## config.mk

```make
export PLATFORM = sky130hd
export DESIGN_NAME = bank_state_tracker
export DESIGN_NICKNAME = d
export VERILOG_FILES = /design/src/rtl/bst_pkg.sv /design/src/rtl/bst_cmd_check.sv /design/src/rtl/bst_bank_slot.sv /design/src/rtl/bst_pwr_ctl.sv /design/src/rtl/bank_state_tracker.sv
export SDC_FILE = /design/constraint.sdc
export NUM_CORES = 1
export LEC_CHECK = 0
export ABC_AREA = 1
export BUFFER_PORTS_ARGS = -buffer_cell sky130_fd_sc_hd__buf_2
export CAP_MARGIN = 20
export CELL_PAD_IN_SITES_DETAIL_PLACEMENT = 0
export CELL_PAD_IN_SITES_GLOBAL_PLACEMENT = 1
export CORE_MARGIN = 2
export CORE_UTILIZATION = 42
export CTS_CLUSTER_SIZE = 30
export DETAILED_ROUTE_END_ITERATION = 8
export PLACE_DENSITY_LB_ADDON = 0.1
export SYNTH_ARGS = -nofsm -noshare
export SYNTH_HDL_FRONTEND = slang
export SYNTH_SLANG_ARGS = --single-unit
```

## constraint.sdc

```tcl
create_clock -name clk -period 3.95 [get_ports clk]
set_input_delay 0.79 -clock clk [delete_from_list [all_inputs] [get_ports clk]]
set_output_delay 0.79 -clock clk [all_outputs]
set_load 0.02 [all_outputs]
```

## src/rtl/bst_pkg.sv

```systemverilog
package bst_pkg;
  localparam int CNT_W = 4;

  typedef enum logic [3:0] {
    CMD_NOP   = 4'd0,
    CMD_ACT   = 4'd1,
    CMD_RD    = 4'd2,
    CMD_WR    = 4'd3,
    CMD_PRE   = 4'd4,
    CMD_REF   = 4'd5,
    CMD_SRIN  = 4'd6,
    CMD_SROUT = 4'd7,
    CMD_LMR   = 4'd8,
    CMD_BST   = 4'd9
  } cmd_e;

  typedef enum logic [1:0] {PW_RUN, PW_PPD, PW_APD, PW_SR} pwr_e;

  typedef enum logic [2:0] {
    MS_IDLE   = 3'd0,
    MS_ACTIVE = 3'd1,
    MS_PRE_PD = 3'd2,
    MS_ACT_PD = 3'd3,
    MS_SELF   = 3'd4
  } mstate_e;

  // Clock cycles of a burst for a length code (two beats per cycle); 0 = reserved.
  function automatic logic [CNT_W-1:0] burst_cycles(input logic [2:0] code);
    case (code)
      3'd1:    burst_cycles = 4'd1;
      3'd2:    burst_cycles = 4'd2;
      3'd3:    burst_cycles = 4'd4;
      3'd4:    burst_cycles = 4'd8;
      default: burst_cycles = 4'd0;
    endcase
  endfunction
endpackage

```

## src/rtl/bst_cmd_check.sv

```systemverilog
module bst_cmd_check
  import bst_pkg::*;
#(
  parameter int NB   = 4,
  parameter int BA_W = $clog2(NB)
) (
  input  cmd_e            op,
  input  logic [BA_W-1:0] ba,
  input  logic [2:0]      mcode,
  input  logic            cke,
  input  pwr_e            pwr,
  input  logic [NB-1:0]   open_vec,
  input  logic [NB-1:0]   ap_vec,
  input  logic            burst_live,
  input  logic            burst_ap,
  output logic            legal,
  output logic            illegal
);
  logic all_idle;
  assign all_idle = (open_vec == '0);

  always_comb begin
    legal = 1'b0;
    case (pwr)
      PW_SR:  legal = (op == CMD_NOP) || (op == CMD_SROUT);
      PW_RUN: begin
        if (!cke) legal = (op == CMD_NOP);
        else begin
          case (op)
            CMD_NOP:           legal = 1'b1;
            CMD_ACT:           legal = !open_vec[ba];
            CMD_RD, CMD_WR:    legal = open_vec[ba] && !ap_vec[ba];
            CMD_PRE:           legal = 1'b1;
            CMD_REF, CMD_SRIN: legal = all_idle;
            CMD_LMR:           legal = all_idle &&
                                       ((ba == BA_W'(0) && burst_cycles(mcode) != '0) ||
                                        ba == BA_W'(2));
            CMD_BST:           legal = burst_live && !burst_ap;
            default:           legal = 1'b0;
          endcase
        end
      end
      default: legal = (op == CMD_NOP);
    endcase
  end

  assign illegal = !legal && (op != CMD_NOP);
endmodule

```

## src/rtl/bst_bank_slot.sv

```systemverilog
module bst_bank_slot #(
  parameter int ROW_W = 13,
  parameter int CNT_W = 4
) (
  input  logic             clk,
  input  logic             rst_n,
  input  logic             act_hit,
  input  logic             pre_hit,
  input  logic             ap_arm,
  input  logic [CNT_W-1:0] ap_len,
  input  logic [ROW_W-1:0] row_in,
  output logic             open_q,
  output logic [ROW_W-1:0] row_q,
  output logic             ap_busy
);
  logic [CNT_W-1:0] ap_cnt;
  logic             ap_done;

  assign ap_done = (ap_cnt == CNT_W'(1));
  assign ap_busy = (ap_cnt != '0);

  always_ff @(posedge clk) begin
    if (!rst_n) begin
      open_q <= 1'b0;
      row_q  <= '0;
      ap_cnt <= '0;
    end else if (pre_hit) begin
      open_q <= 1'b0;
      ap_cnt <= '0;
    end else if (act_hit) begin
      open_q <= 1'b1;
      row_q  <= row_in;
    end else if (ap_arm) begin
      ap_cnt <= ap_len;
    end else if (ap_done) begin
      open_q <= 1'b0;
      ap_cnt <= '0;
    end else if (ap_busy) begin
      ap_cnt <= ap_cnt - CNT_W'(1);
    end
  end

  // a bank only closes by precharge or by its auto-precharge counter
  assert_close_cause_R5: assert property (@(posedge clk) disable iff (!rst_n)
    $fell(open_q) |-> $past(pre_hit || ap_done));
  // the row of an open bank stays put
  assert_row_hold_R2: assert property (@(posedge clk) disable iff (!rst_n)
    ($past(open_q) && open_q) |-> (row_q == $past(row_q)));
  // auto-precharge is only armed on an open bank
  assert_arm_open_R5: assert property (@(posedge clk) disable iff (!rst_n)
    ap_arm |-> open_q);
endmodule

```

## src/rtl/bst_pwr_ctl.sv

```systemverilog
module bst_pwr_ctl
  import bst_pkg::*;
(
  input  logic             clk,
  input  logic             rst_n,
  input  logic             cke,
  input  logic             go_srin,
  input  logic             go_srout,
  input  logic             go_lmr,
  input  logic [2:0]       lmr_code,
  input  logic             go_rw,
  input  logic             rw_ap,
  input  logic             go_bst,
  input  logic             any_open,
  output pwr_e             pwr,
  output logic [CNT_W-1:0] half_len,
  output logic             burst_live,
  output logic             burst_ap
);
  logic [2:0]       bl_code;
  logic [CNT_W-1:0] bcnt;

  assign half_len   = burst_cycles(bl_code);
  assign burst_live = (bcnt != '0);

  always_ff @(posedge clk) begin
    if (!rst_n) begin
      pwr      <= PW_RUN;
      bl_code  <= 3'd2;
      bcnt     <= '0;
      burst_ap <= 1'b0;
    end else begin
      if (go_lmr) bl_code <= lmr_code;
      if (go_rw) begin
        bcnt     <= half_len;
        burst_ap <= rw_ap;
      end else if (go_bst) begin
        bcnt <= '0;
      end else if (burst_live) begin
        bcnt <= bcnt - CNT_W'(1);
      end
      case (pwr)
        PW_RUN: begin
          if (go_srin)   pwr <= PW_SR;
          else if (!cke) pwr <= any_open ? PW_APD : PW_PPD;
        end
        PW_SR:   if (go_srout) pwr <= PW_RUN;
        default: if (cke) pwr <= PW_RUN;
      endcase
    end
  end

  // a burst stop leaves no burst in flight
  assert_bst_ends_R7: assert property (@(posedge clk) disable iff (!rst_n)
    $past(go_bst) |-> !burst_live);
  // self refresh is entered only with every bank closed
  assert_sr_from_idle_R8: assert property (@(posedge clk) disable iff (!rst_n)
    (pwr == PW_SR && $past(pwr) == PW_RUN) |-> !$past(any_open));
endmodule

```

## src/rtl/bank_state_tracker.sv

```systemverilog
module bank_state_tracker
  import bst_pkg::*;
#(
  parameter int NB    = 4,
  parameter int ROW_W = 13,
  localparam int BA_W = $clog2(NB)
) (
  input  logic                clk,
  input  logic                rst_n,
  input  logic                cke,
  input  logic [3:0]          cmd,
  input  logic [BA_W-1:0]     ba,
  input  logic [ROW_W-1:0]    addr,
  output logic [NB-1:0]       bank_open,
  output logic [NB*ROW_W-1:0] open_row,
  output logic [2:0]          mode,
  output logic                burst_busy,
  output logic                cmd_err
);
  cmd_e             op;
  pwr_e             pwr;
  logic             legal, illegal, a10, is_rw;
  logic [NB-1:0]    ap_vec;
  logic [CNT_W-1:0] half_len;
  logic             burst_ap;

  assign op    = cmd_e'(cmd);
  assign a10   = addr[10];
  assign is_rw = (op == CMD_RD) || (op == CMD_WR);

  bst_cmd_check #(.NB(NB)) u_chk (
    .op(op), .ba(ba), .mcode(addr[2:0]), .cke(cke), .pwr(pwr),
    .open_vec(bank_open), .ap_vec(ap_vec), .burst_live(burst_busy),
    .burst_ap(burst_ap), .legal(legal), .illegal(illegal)
  );

  bst_pwr_ctl u_pwr (
    .clk(clk), .rst_n(rst_n), .cke(cke),
    .go_srin(legal && op == CMD_SRIN),
    .go_srout(legal && op == CMD_SROUT),
    .go_lmr(legal && op == CMD_LMR && ba == BA_W'(0)),
    .lmr_code(addr[2:0]),
    .go_rw(legal && is_rw), .rw_ap(a10),
    .go_bst(legal && op == CMD_BST),
    .any_open(|bank_open),
    .pwr(pwr), .half_len(half_len), .burst_live(burst_busy), .burst_ap(burst_ap)
  );

  for (genvar i = 0; i < NB; i++) begin : g_bank
    logic hit;
    assign hit = (ba == BA_W'(i));
    bst_bank_slot #(.ROW_W(ROW_W), .CNT_W(CNT_W)) u_slot (
      .clk(clk), .rst_n(rst_n),
      .act_hit(legal && op == CMD_ACT && hit),
      .pre_hit(legal && op == CMD_PRE && (a10 || hit)),
      .ap_arm(legal && is_rw && a10 && hit),
      .ap_len(half_len), .row_in(addr),
      .open_q(bank_open[i]), .row_q(open_row[i*ROW_W +: ROW_W]),
      .ap_busy(ap_vec[i])
    );
  end

  always_comb begin
    case (pwr)
      PW_RUN:  mode = (|bank_open) ? MS_ACTIVE : MS_IDLE;
      PW_PPD:  mode = MS_PRE_PD;
      PW_APD:  mode = MS_ACT_PD;
      default: mode = MS_SELF;
    endcase
  end

  always_ff @(posedge clk) begin
    if (!rst_n) cmd_err <= 1'b0;
    else        cmd_err <= illegal;
  end

  // an error pulse always follows a non-no-op command
  assert_err_cause_R12: assert property (@(posedge clk) disable iff (!rst_n)
    cmd_err |-> ($past(cmd) != 4'd0));
  // self refresh never coexists with an open bank
  assert_sr_idle_R8: assert property (@(posedge clk) disable iff (!rst_n)
    (mode == 3'd4) |-> (bank_open == '0));
  // no bank opens while powered down
  assert_pd_no_open_R11: assert property (@(posedge clk) disable iff (!rst_n)
    ($past(pwr) != PW_RUN && pwr != PW_RUN) |-> ((bank_open & ~$past(bank_open)) == '0));
endmodule

```

==> results_dict.tcl, run 1 <==
set metrics [dict create \
    postRouteAntennaNets 0 \
    powerDensity_mw_per_mm2 581 \
    yosysSeqAreaShare_pct 38.9 \
    syn_inst 645 \
    final.setup.tns_ns 0 \
    drc 0 \
    dpl_cell_area_mm2 0.00476 \
    ctsHoldBuffers 0 \
    synth_ff_type "dfxtp_1" \
    rsz0062_at_grt "no" \
    async_flop_share_pct 0 \
    p_total_uw 2880 \
    cp.arrival_ns 2.98 \
    worst_slew_pin_slew_ns 1.03 \
    r2r_end "g_bank[3].u_slot.ap_cnt[1]" \
    worst_ep_required_time_ns 4.21 \
    crit_top_cell "nand2_1" \
    cts_tree "built" \
    dp.cells 842 \
    period_needed_ns 2.72 \
    ctsResizeCount 0 \
    setup_violations 0 \
    final-hold-violation-count 0 \
    synth_seq_cells 83 \
    period_share_pct 69.0 \
    num_vias 4150 \
    drive_above_1_share_pct 16.8 \
    diodes 0 \
    status "finished, final reports clean" \
    gp_congestion 0.866 \
    area_growth_pct 16.1 \
    yosys.cell_count.top_type "nand2_1" \
    synth-edff-count 0 \
    fin_area_mm2 0.00497 \
    rr_worst_depth 12 \
    ys_top_cells_by_count "nand2_1 (145), inv_1 (104), dfxtp_1 (83), nor2_1 (83), a21oi_1 (67)" \
    endpoint_kind "flip-flop" \
    hp-class "reg -> reg" \
    grt_pass1_wl_mm 18.1 \
    cts_buffer_depth 2 \
    critical_path_class "in -> reg" \
    max_slew_margin_pct 31.0 \
    skew_ns 0.0172 \
    syn_nets 678 \
    fin_util_pct 50.6 \
    synth_cell_types 28 \
    die_height_um 105 \
    irDropWorstVdd_mv 0.246 \
    coreArea_mm2 0.00982 \
    max_stage_delay_ns 0.34 \
    fmax_mhz 367 \
    rows 36 \
    cap_violations 0 \
    post-dp-hpwl_mm 8.13 \
    ioPinCount 83 \
    stdcell_count 858 \
    viasPerCell 4.84 \
    grt_overflow_total 0 \
    wirelength_mm 11.0 \
    die_area_mm2 0.0110 \
    cts.sinks 83 \
    io_buffers 82 \
    grt_use_total_pct 20.2 \
    whs_path_depth 2 \
    r2r-start "g_bank[1].u_slot.open_q" \
    grt_max_degree 54 \
    p_leak_uw 0.00242 \
    grt_pass1_vias 3836 \
    crit_chain "buf_2, nor2_2, nand3_1, nand2_1, nand2_1, nand2_1, nand2_1, nand2_1, nand2_1, nand2_2, nand2_2, inv_4, nand3_4, nand2_1, nand2_1, nand2_1, nor2_1" \
    path_clk_slew_ns 0.10 \
    first_pass_iters 5 \
    numCtsBuffers 9 \
    wire_per_inst_um 12.9 \
    antenna_found_initial 0 \
    synth_top_area_cell "dfxtp_1" \
    synth_area_mm2 0.00428 \
    worstPathMaxFanout 28 \
    fp.dieW_um 105 \
    first_iter_violations 181 \
    cp_slowest_cell "nor2_2" \
    synth.top_cell.area_share_pct 38.9 \
    nets 753 \
    htree_levels 3 \
    syn_avg_cell_area_um2 6.63 \
    yosysWarnings 0 \
    clk-insertion-delay-late_ns 0.36 \
    root_buffer "clkbuf_8" \
    hold_end "g_bank[0].u_slot.row_q[11]" \
    initial_core_util_pct 43.6 \
    drv_slew 0 \
    start_kind "primary input" \
    hp-start "g_bank[0].u_slot.row_q[11]" \
    rrSetupSlack_ns 1.29 \
    post_cts_buffers 0 \
    synth.area.top_cells "dfxtp_1 (39%), nand2_1 (13%), inv_1 (9.1%)" \
]
## flip-flops by register name, indices dropped and copies added (netlist names)
| register | count |
|---|---|
| g_bank.u_slot.row_q | 52 |
| g_bank.u_slot.ap_cnt | 16 |
| g_bank.u_slot.open_q | 4 |
| u_pwr.bcnt | 4 |
| u_pwr.bl_code | 3 |
| u_pwr.pwr | 2 |
| cmd_err | 1 |
| u_pwr.burst_ap | 1 |
## per-stage QoR
stage / hold WS, ns / worst slack, ns
6_report: 0.446 / 1.23
3_3_place_gp: 0.429 / 0.971
2_1_floorplan: 0.441 / 1.49
3_5_place_dp: 0.433 / 0.836
4_1_cts: 0.448 / 1.23
5_1_grt: 0.466 / 0.940
## layout make-up
cell class              count  area, um^2
multi-input cells         436        2110
repair buffers             83         418
inverters                 107         404
fillers                  1090        4850
well taps                 133         166
clock buffers               9         124
flip-flops and latches     83        1660
clock inverters             7        80.1
## power breakdown
group          leakage, uW  switching, uW  internal [uW]  total [uW]
logic              0.00164            783            437        1220
registers         0.000675           72.4            951        1020
clock network     0.000103            337            302         640
total              0.00242           1190           1690        2880
## cell families (layout without fill, tap and decap cells)
kind of cell,Yosys count,count (layout),share of synthesized area (%)
flops,83,83,38.9
simple gates,289,289,29.7
buf+inv,126,206,11.8
fa+ha+maj,11,11,3.22
xor+xnor,2,2,0.410
compound gates,134,134,16.1
## worst max-delay path by stage
stage	depth (start not counted)	slack, ns	end	from
after floorplan	15	1.49	g_bank[1].u_slot.row_q[0]	cmd[2]
after global placement	17	0.97	g_bank[3].u_slot.ap_cnt[2]	cmd[2]
after detailed placement	17	0.84	g_bank[3].u_slot.ap_cnt[1]	ba[1]
after CTS	17	1.23	g_bank[3].u_slot.ap_cnt[1]	ba[1]
after global routing	17	0.94	g_bank[3].u_slot.ap_cnt[3]	cmd[0]
final	17	1.23	g_bank[3].u_slot.ap_cnt[1]	ba[1]
## critical path, delay by kind of cell
family,cells,cell delay [ns]
and+or+nand+nor,15,1.88
buffers and inverters,2,0.30
## layer usage
layer / vias up / track usage (%) / wire, um
met4: 0 / 5.05 / 123
met1: 1871 / 25.8 / 5230
li1: 2179 / - / -
met2: 89 / 34.7 / 5180
met5: - / 0 / 0
met3: 11 / 4.30 / 501
## layout by cell type, fill, tap and decap left out, types with 2 or more instances in the layout
cell type  synthesis  routed
a21oi_1           67      67
dfxtp_1           83      83
inv_1            104     104
o21ai_1           14      14
buf_2              7      82
inv_2              2       2
nor2_4             3       3
nand3_1           22      22
xor2_1             2       2
nand4_1            5       5
a31oi_1            2       2
o21bai_1           4       4
inv_6              0       3
nand3_4            4       4
nor3_1            13      13
o21ai_0           45      45
nor2_1            83      83
or2_2              6       6
nand2_1          145     145
ha_1              11      11
clkbuf_8           0       9
nand2_2            5       5
No activity file was read; power rests on OpenSTA's default activity.
==> run 2: changes to the inputs <==
CORE_UTILIZATION = 35   (was 42)
clock period = 2.3 ns   (was 3.95 ns; I/O delays follow)
==> results_dict.tcl, run 2 (same netlist as run 1, synthesis figures left out) <==
set metrics [dict create \
    rows 40 \
    max_slew_margin_pct 63.5 \
    irDropWorstVdd_mv 0.514 \
    nets 806 \
    p_leak_uw 0.00274 \
    numCtsBuffers 9 \
    diodes 0 \
    drv_slew 0 \
    cts_buffer_depth 2 \
    drive_above_1_share_pct 25.1 \
    grt_max_degree 26 \
    ioPinCount 83 \
    die_area_mm2 0.0131 \
    grt_use_total_pct 18.5 \
    fill_cells 1218 \
    reg_top3 "g_bank.u_slot.row_q: 52 flops, g_bank.u_slot.ap_cnt: 16 flops" \
    worst_slew_pin_slew_ns 0.546 \
    fp.dieW_um 115 \
    hp-class "in -> reg" \
    antenna_found_initial 0 \
    first_iter_violations 210 \
    final.setup.tns_ns 0 \
    num_vias 4327 \
    gp_congestion 0.817 \
    setup_violations 0 \
    postRouteAntennaNets 0 \
    post-dp-hpwl_mm 9.01 \
    critical_path_class "reg -> reg" \
    final-hold-violation-count 0 \
    worstPathMaxFanout 6 \
    cap_violations 0 \
    rsz0062_at_grt "yes" \
    endpoint_kind "flip-flop" \
    largest_reg_flops 52 \
    coreArea_mm2 0.0120 \
    period_needed_ns 2.16 \
    clk-insertion-delay-late_ns 0.34 \
    worst_ep_required_time_ns 2.51 \
    dp_slack_ns -0.221 \
    viasPerCell 4.68 \
    max_stage_delay_ns 0.34 \
    setup_slack_ns 0.137 \
    cpLargestDelayFamily "simple AND/OR/NAND/NOR gates" \
    root_buffer "clkbuf_16" \
    path_buf_inv 3 \
    initial_core_util_pct 35.8 \
    die_height_um 115 \
    fin_area_mm2 0.00565 \
    powerDensity_mw_per_mm2 1010 \
    period_share_pct 94.1 \
    io_buffers 82 \
    mostFrequentLayoutCell "nand2_1" \
    hold-worst-slack_ns 0.440 \
    crit_chain "inv_1, ha_4, nand3_1, nand2_1, nand3_1, nor2_1, nor2_1, nand2_1, nand2_1, nand2_4, nand2_4, inv_8, nand3_4, buf_6, a21oi_1, nor2_1" \
    ctsHoldBuffers 0 \
    layout_common_cells "nand2_1 (144), inv_1 (101), buf_2 (82), nor2_1 (80), dfxtp_1 (79)" \
    grt_pass1_wl_mm 19.2 \
    cp_slowest_cell "dfxtp_2" \
    first_pass_iters 4 \
    fmax_mhz 462 \
    grt_pass1_vias 3923 \
    wirelength_mm 12.1 \
    path_clk_slew_ns 0.07 \
    area_growth_pct 32.2 \
    status "finished, final reports clean" \
    grt_overflow_total 0 \
    p_total_uw 5680 \
    dpl_cell_area_mm2 0.00520 \
    drc 0 \
    regMostFlops "g_bank.u_slot.row_q" \
    cts.sinks 83 \
    cts_tree "built" \
    cp.arrival_ns 2.38 \
    start_kind "flip-flop" \
    htree_levels 3 \
    skew_ns 0.00869 \
    wire_per_inst_um 13.1 \
]
## run 2: cell count changes in the layout (fill, tap and decap cells not counted), moves of 9 or more
cell	change
buf_4	+43
o21ai_0	-12
o21ai_1	+11
clkbuf_16	+9
clkbuf_8	-9
## run 2: layout make-up
class | count | area (um^2) | share of cell area (%)
Tap cell | 147 | 184 | 3.25
Sequential cell | 83 | 1670 | 29.5
Multi-Input combinational cell | 438 | 2220 | 39.3
Inverter | 107 | 412 | 7.28
Clock buffer | 10 | 229 | 4.05
Timing Repair Buffer | 134 | 875 | 15.5
Clock inverter | 6 | 66.3 | 1.17
## run 2: worst paths after layout
check	startpoint	endpoint	cells past startpoint	slack [ns]
worst min register to register	g_bank[2].u_slot.row_q[4]	g_bank[2].u_slot.row_q[4]	2	0.44
worst min-delay path	addr[8]	g_bank[3].u_slot.row_q[8]	3	0.44
worst max register to register	g_bank[1].u_slot.ap_cnt[0]	g_bank[3].u_slot.row_q[10]	16	0.14
worst max-delay path	g_bank[1].u_slot.ap_cnt[0]	g_bank[3].u_slot.row_q[10]	16	0.14
## run 2: power by group
group / leakage [uW] / total [uW] / internal [uW] / switching (uW)
sequential: 0.000676 / 1770 / 1640 / 127
clock: 0.000146 / 1440 / 843 / 600
combinational: 0.00192 / 2470 / 969 / 1500
total: 0.00274 / 5680 / 3460 / 2230
## run 2: worst reg2reg max path, cell delays in order (launching register included)
cell     delay [ns]
dfxtp_2        0.34
inv_1          0.11
ha_4           0.15
nand3_1        0.10
nand2_1        0.10
nand3_1        0.08
nor2_1         0.11
nor2_1         0.05
nand2_1        0.07
nand2_1        0.08
nand2_4        0.11
nand2_4        0.09
inv_8          0.11
nand3_4        0.17
buf_6          0.18
a21oi_1        0.16
nor2_1         0.05
## run 2: per-stage QoR
step	utilization [%]	std cells
finish	47.2	925
global route	47.2	925
CTS	46.0	920
detailed placement	43.5	904
global placement	43.5	904
floorplan	-	645
## run 2: what timing repair did
action                     CTS  global route
buffers inserted             0             3
gates resized for setup      1            44
pin swaps                    0             6
setup endpoints to repair    4            79
cloned                       0             2
## run 2: metal layers
metal / track usage [%] / part of all wire (%) / wire, um
met1: 24.8 / 49 / 5900
met2: 29.8 / 46 / 5510
met3: 3.28 / 4.3 / 516
met4: 6.42 / 1.5 / 180
met5: 0 / 0 / 0
==> run 3: changes to the inputs <==
CORE_ASPECT_RATIO = 1.75   (was default)
==> results_dict.tcl, run 3 (same netlist as run 1, synthesis figures left out) <==
set metrics [dict create \
    ioPinCount 83 \
    io_buffers 82 \
    htree_levels 3 \
    endpoint_kind "flip-flop" \
    post-dp-hpwl_mm 9.83 \
    use_met2_pct 38.8 \
    irDropWorstVdd_mv 0.406 \
    first_iter_violations 169 \
    gp_congestion 0.821 \
    clk-insertion-delay-late_ns 0.34 \
    worstPathMaxFanout 8 \
    cp_slowest_cell "dfxtp_2" \
    drv_slew 0 \
    fmax_mhz 461 \
    cap_violations 0 \
    rr_worst_depth 16 \
    p_clk_share_pct 24.9 \
    dp_slack_ns -0.201 \
    skew_ns 0.00745 \
    p_comb_share_pct 45.5 \
    viasPerCell 4.67 \
    r2r-start "g_bank[0].u_slot.ap_cnt[0]" \
    use_met3_pct 2.74 \
    grt_use_total_pct 19.8 \
    power_frac_seq_pct 29.6 \
    crit_start "g_bank[0].u_slot.ap_cnt[0]" \
    fin_area_mm2 0.00586 \
    setup_slack_ns 0.132 \
    layout_common_cells "nand2_1 (140), inv_1 (92), buf_2 (82), nor2_1 (80), dfxtp_1 (80)" \
    worst_slew_pin_slew_ns 0.545 \
    period_needed_ns 2.17 \
    mostFrequentLayoutCell "nand2_1" \
    worst_ep_required_time_ns 2.57 \
    area_growth_pct 37.0 \
    use_met1_pct 21.0 \
    seqCellArea_mm2 0.00167 \
    first_pass_iters 4 \
    multi_input_area_mm2 0.00229 \
    setup_violations 0 \
    reg_top3 "g_bank.u_slot.row_q: 52 flops, g_bank.u_slot.ap_cnt: 16 flops" \
    diodes 0 \
    grt_overflow_total 0 \
    cts.sinks 83 \
    cts_tree "built" \
    r2r_end "g_bank[2].u_slot.row_q[1]" \
    dp.cells 931 \
    max_slew_margin_pct 63.4 \
    final-hold-violation-count 0 \
    root_buffer "clkbuf_16" \
    hp-class "reg -> reg" \
    stdcell_count 954 \
    ctsHoldBuffers 0 \
    numCtsBuffers 9 \
    powerDensity_mw_per_mm2 1020 \
    fp.dieW_um 87.6 \
    path_clk_slew_ns 0.07 \
    top_usage_layer "met2" \
    drc 0 \
    p_leak_uw 0.00282 \
    fill_cells 1260 \
    num_vias 4454 \
    critical_path_class "reg -> reg" \
    die_area_mm2 0.0132 \
    rows 53 \
    wirelength_mm 12.9 \
    period_share_pct 94.2 \
    crit_chain "inv_2, ha_4, nand2_4, o21ai_2, nand3_1, nor2_1, nor2_1, nand2_1, nand2_2, nand2_4, nand2_4, inv_8, nand3_4, buf_12, buf_16, a21oi_1" \
    postRouteAntennaNets 0 \
    crit_top_cell "nand2_4" \
    cp.arrival_ns 2.44 \
    initial_core_util_pct 35.6 \
    largest_reg_flops 52 \
    nets 817 \
    cts_buffer_depth 2 \
    max_stage_delay_ns 0.33 \
    regMostFlops "g_bank.u_slot.row_q" \
    status "finished, final reports clean" \
    coreArea_mm2 0.0120 \
    grt_pass1_wl_mm 20.1 \
    dpl_cell_area_mm2 0.00528 \
    crit_end "g_bank[2].u_slot.row_q[1]" \
    die_height_um 150 \
    grt_max_degree 28 \
    grt_pass1_vias 4084 \
    rrSetupSlack_ns 0.13 \
    start_kind "flip-flop" \
    antenna_found_initial 0 \
    rsz0062_at_grt "yes" \
    power.internal_uw 3610 \
    p_sw_uw 2370 \
    swShare_pct 39.6 \
    wire_per_inst_um 13.5 \
    hp-start "g_bank[1].u_slot.row_q[6]" \
    drive_above_1_share_pct 29.0 \
]
[run 3: cell count changes in the layout (fill, tap and decap cells not counted), moves of 7 or more]
cell	before	now
a21oi_2	1	8
inv_1	101	92
o21ai_1	25	18
a21oi_1	66	59
inv_2	4	14
buf_4	44	55
[run 3: routing by layer]
metal	vias up	wire length, um
met1	2021	4880
met5	-	0
met4	0	210
li1	2310	-
met3	16	506
met2	107	7300
[run 3: timing repair]
action	in CTS	in global routing
endpoints found under the setup margin	78	76
buffers inserted	4	2
pin swaps	3	14
resized for setup	13	54
gates cloned	2	0
[run 3: critical path: cells and delay by family, from the launching register on]
kind	cells	cell delay, ns
buffers and inverters	4	0.51
and+or+nand+nor	9	0.82
DFF	1	0.33
adders and majority gates	1	0.16
AOI/OAI and AO/OA	2	0.26
[run 3: cell type report]
type                            count  area share (%)
Inverter                          107            6.98
Clock inverter                      6            1.24
Multi-Input combinational cell    437            39.1
Clock buffer                       10            3.91
Timing Repair Buffer              146            16.8
Sequential cell                    83            28.4
Tap cell                          165            3.52
[run 3: through the flow]
| stage | setup TNS, ns | util [%] | total power, uW | hold slack [ns] |
|---|---|---|---|---|
| final | 0 | 48.8 | 5980 | 0.438 |
| after global routing | -0.0213 | 48.8 | 6460 | 0.457 |
| after CTS | 0 | 47.5 | 5830 | 0.433 |
| after detailed placement | -10.45 | 44.0 | 4190 | 0.432 |
| after global placement | -11.80 | 44.0 | 4140 | 0.427 |
| after floorplan | 0 | - | 3440 | 0.441 |
[run 3: worst min-delay path by stage]
stage / end / cells after the start
2_1_floorplan: u_pwr.burst_ap / 2
3_3_place_gp: g_bank[3].u_slot.row_q[11] / 2
3_5_place_dp: g_bank[1].u_slot.row_q[6] / 2
4_1_cts: g_bank[2].u_slot.row_q[5] / 3
5_1_grt: g_bank[0].u_slot.row_q[1] / 2
6_report: g_bank[1].u_slot.row_q[6] / 2
[run 3: power groups by stage]
stage | Clock [uW] | Combinational [uW] | Sequential [uW]
detailed placement | 0 | 2410 | 1780
global placement | 0 | 2370 | 1780
CTS | 1530 | 2550 | 1750
global route | 1590 | 3080 | 1790
floorplan | 0 | 1650 | 1790
finish | 1490 | 2720 | 1770
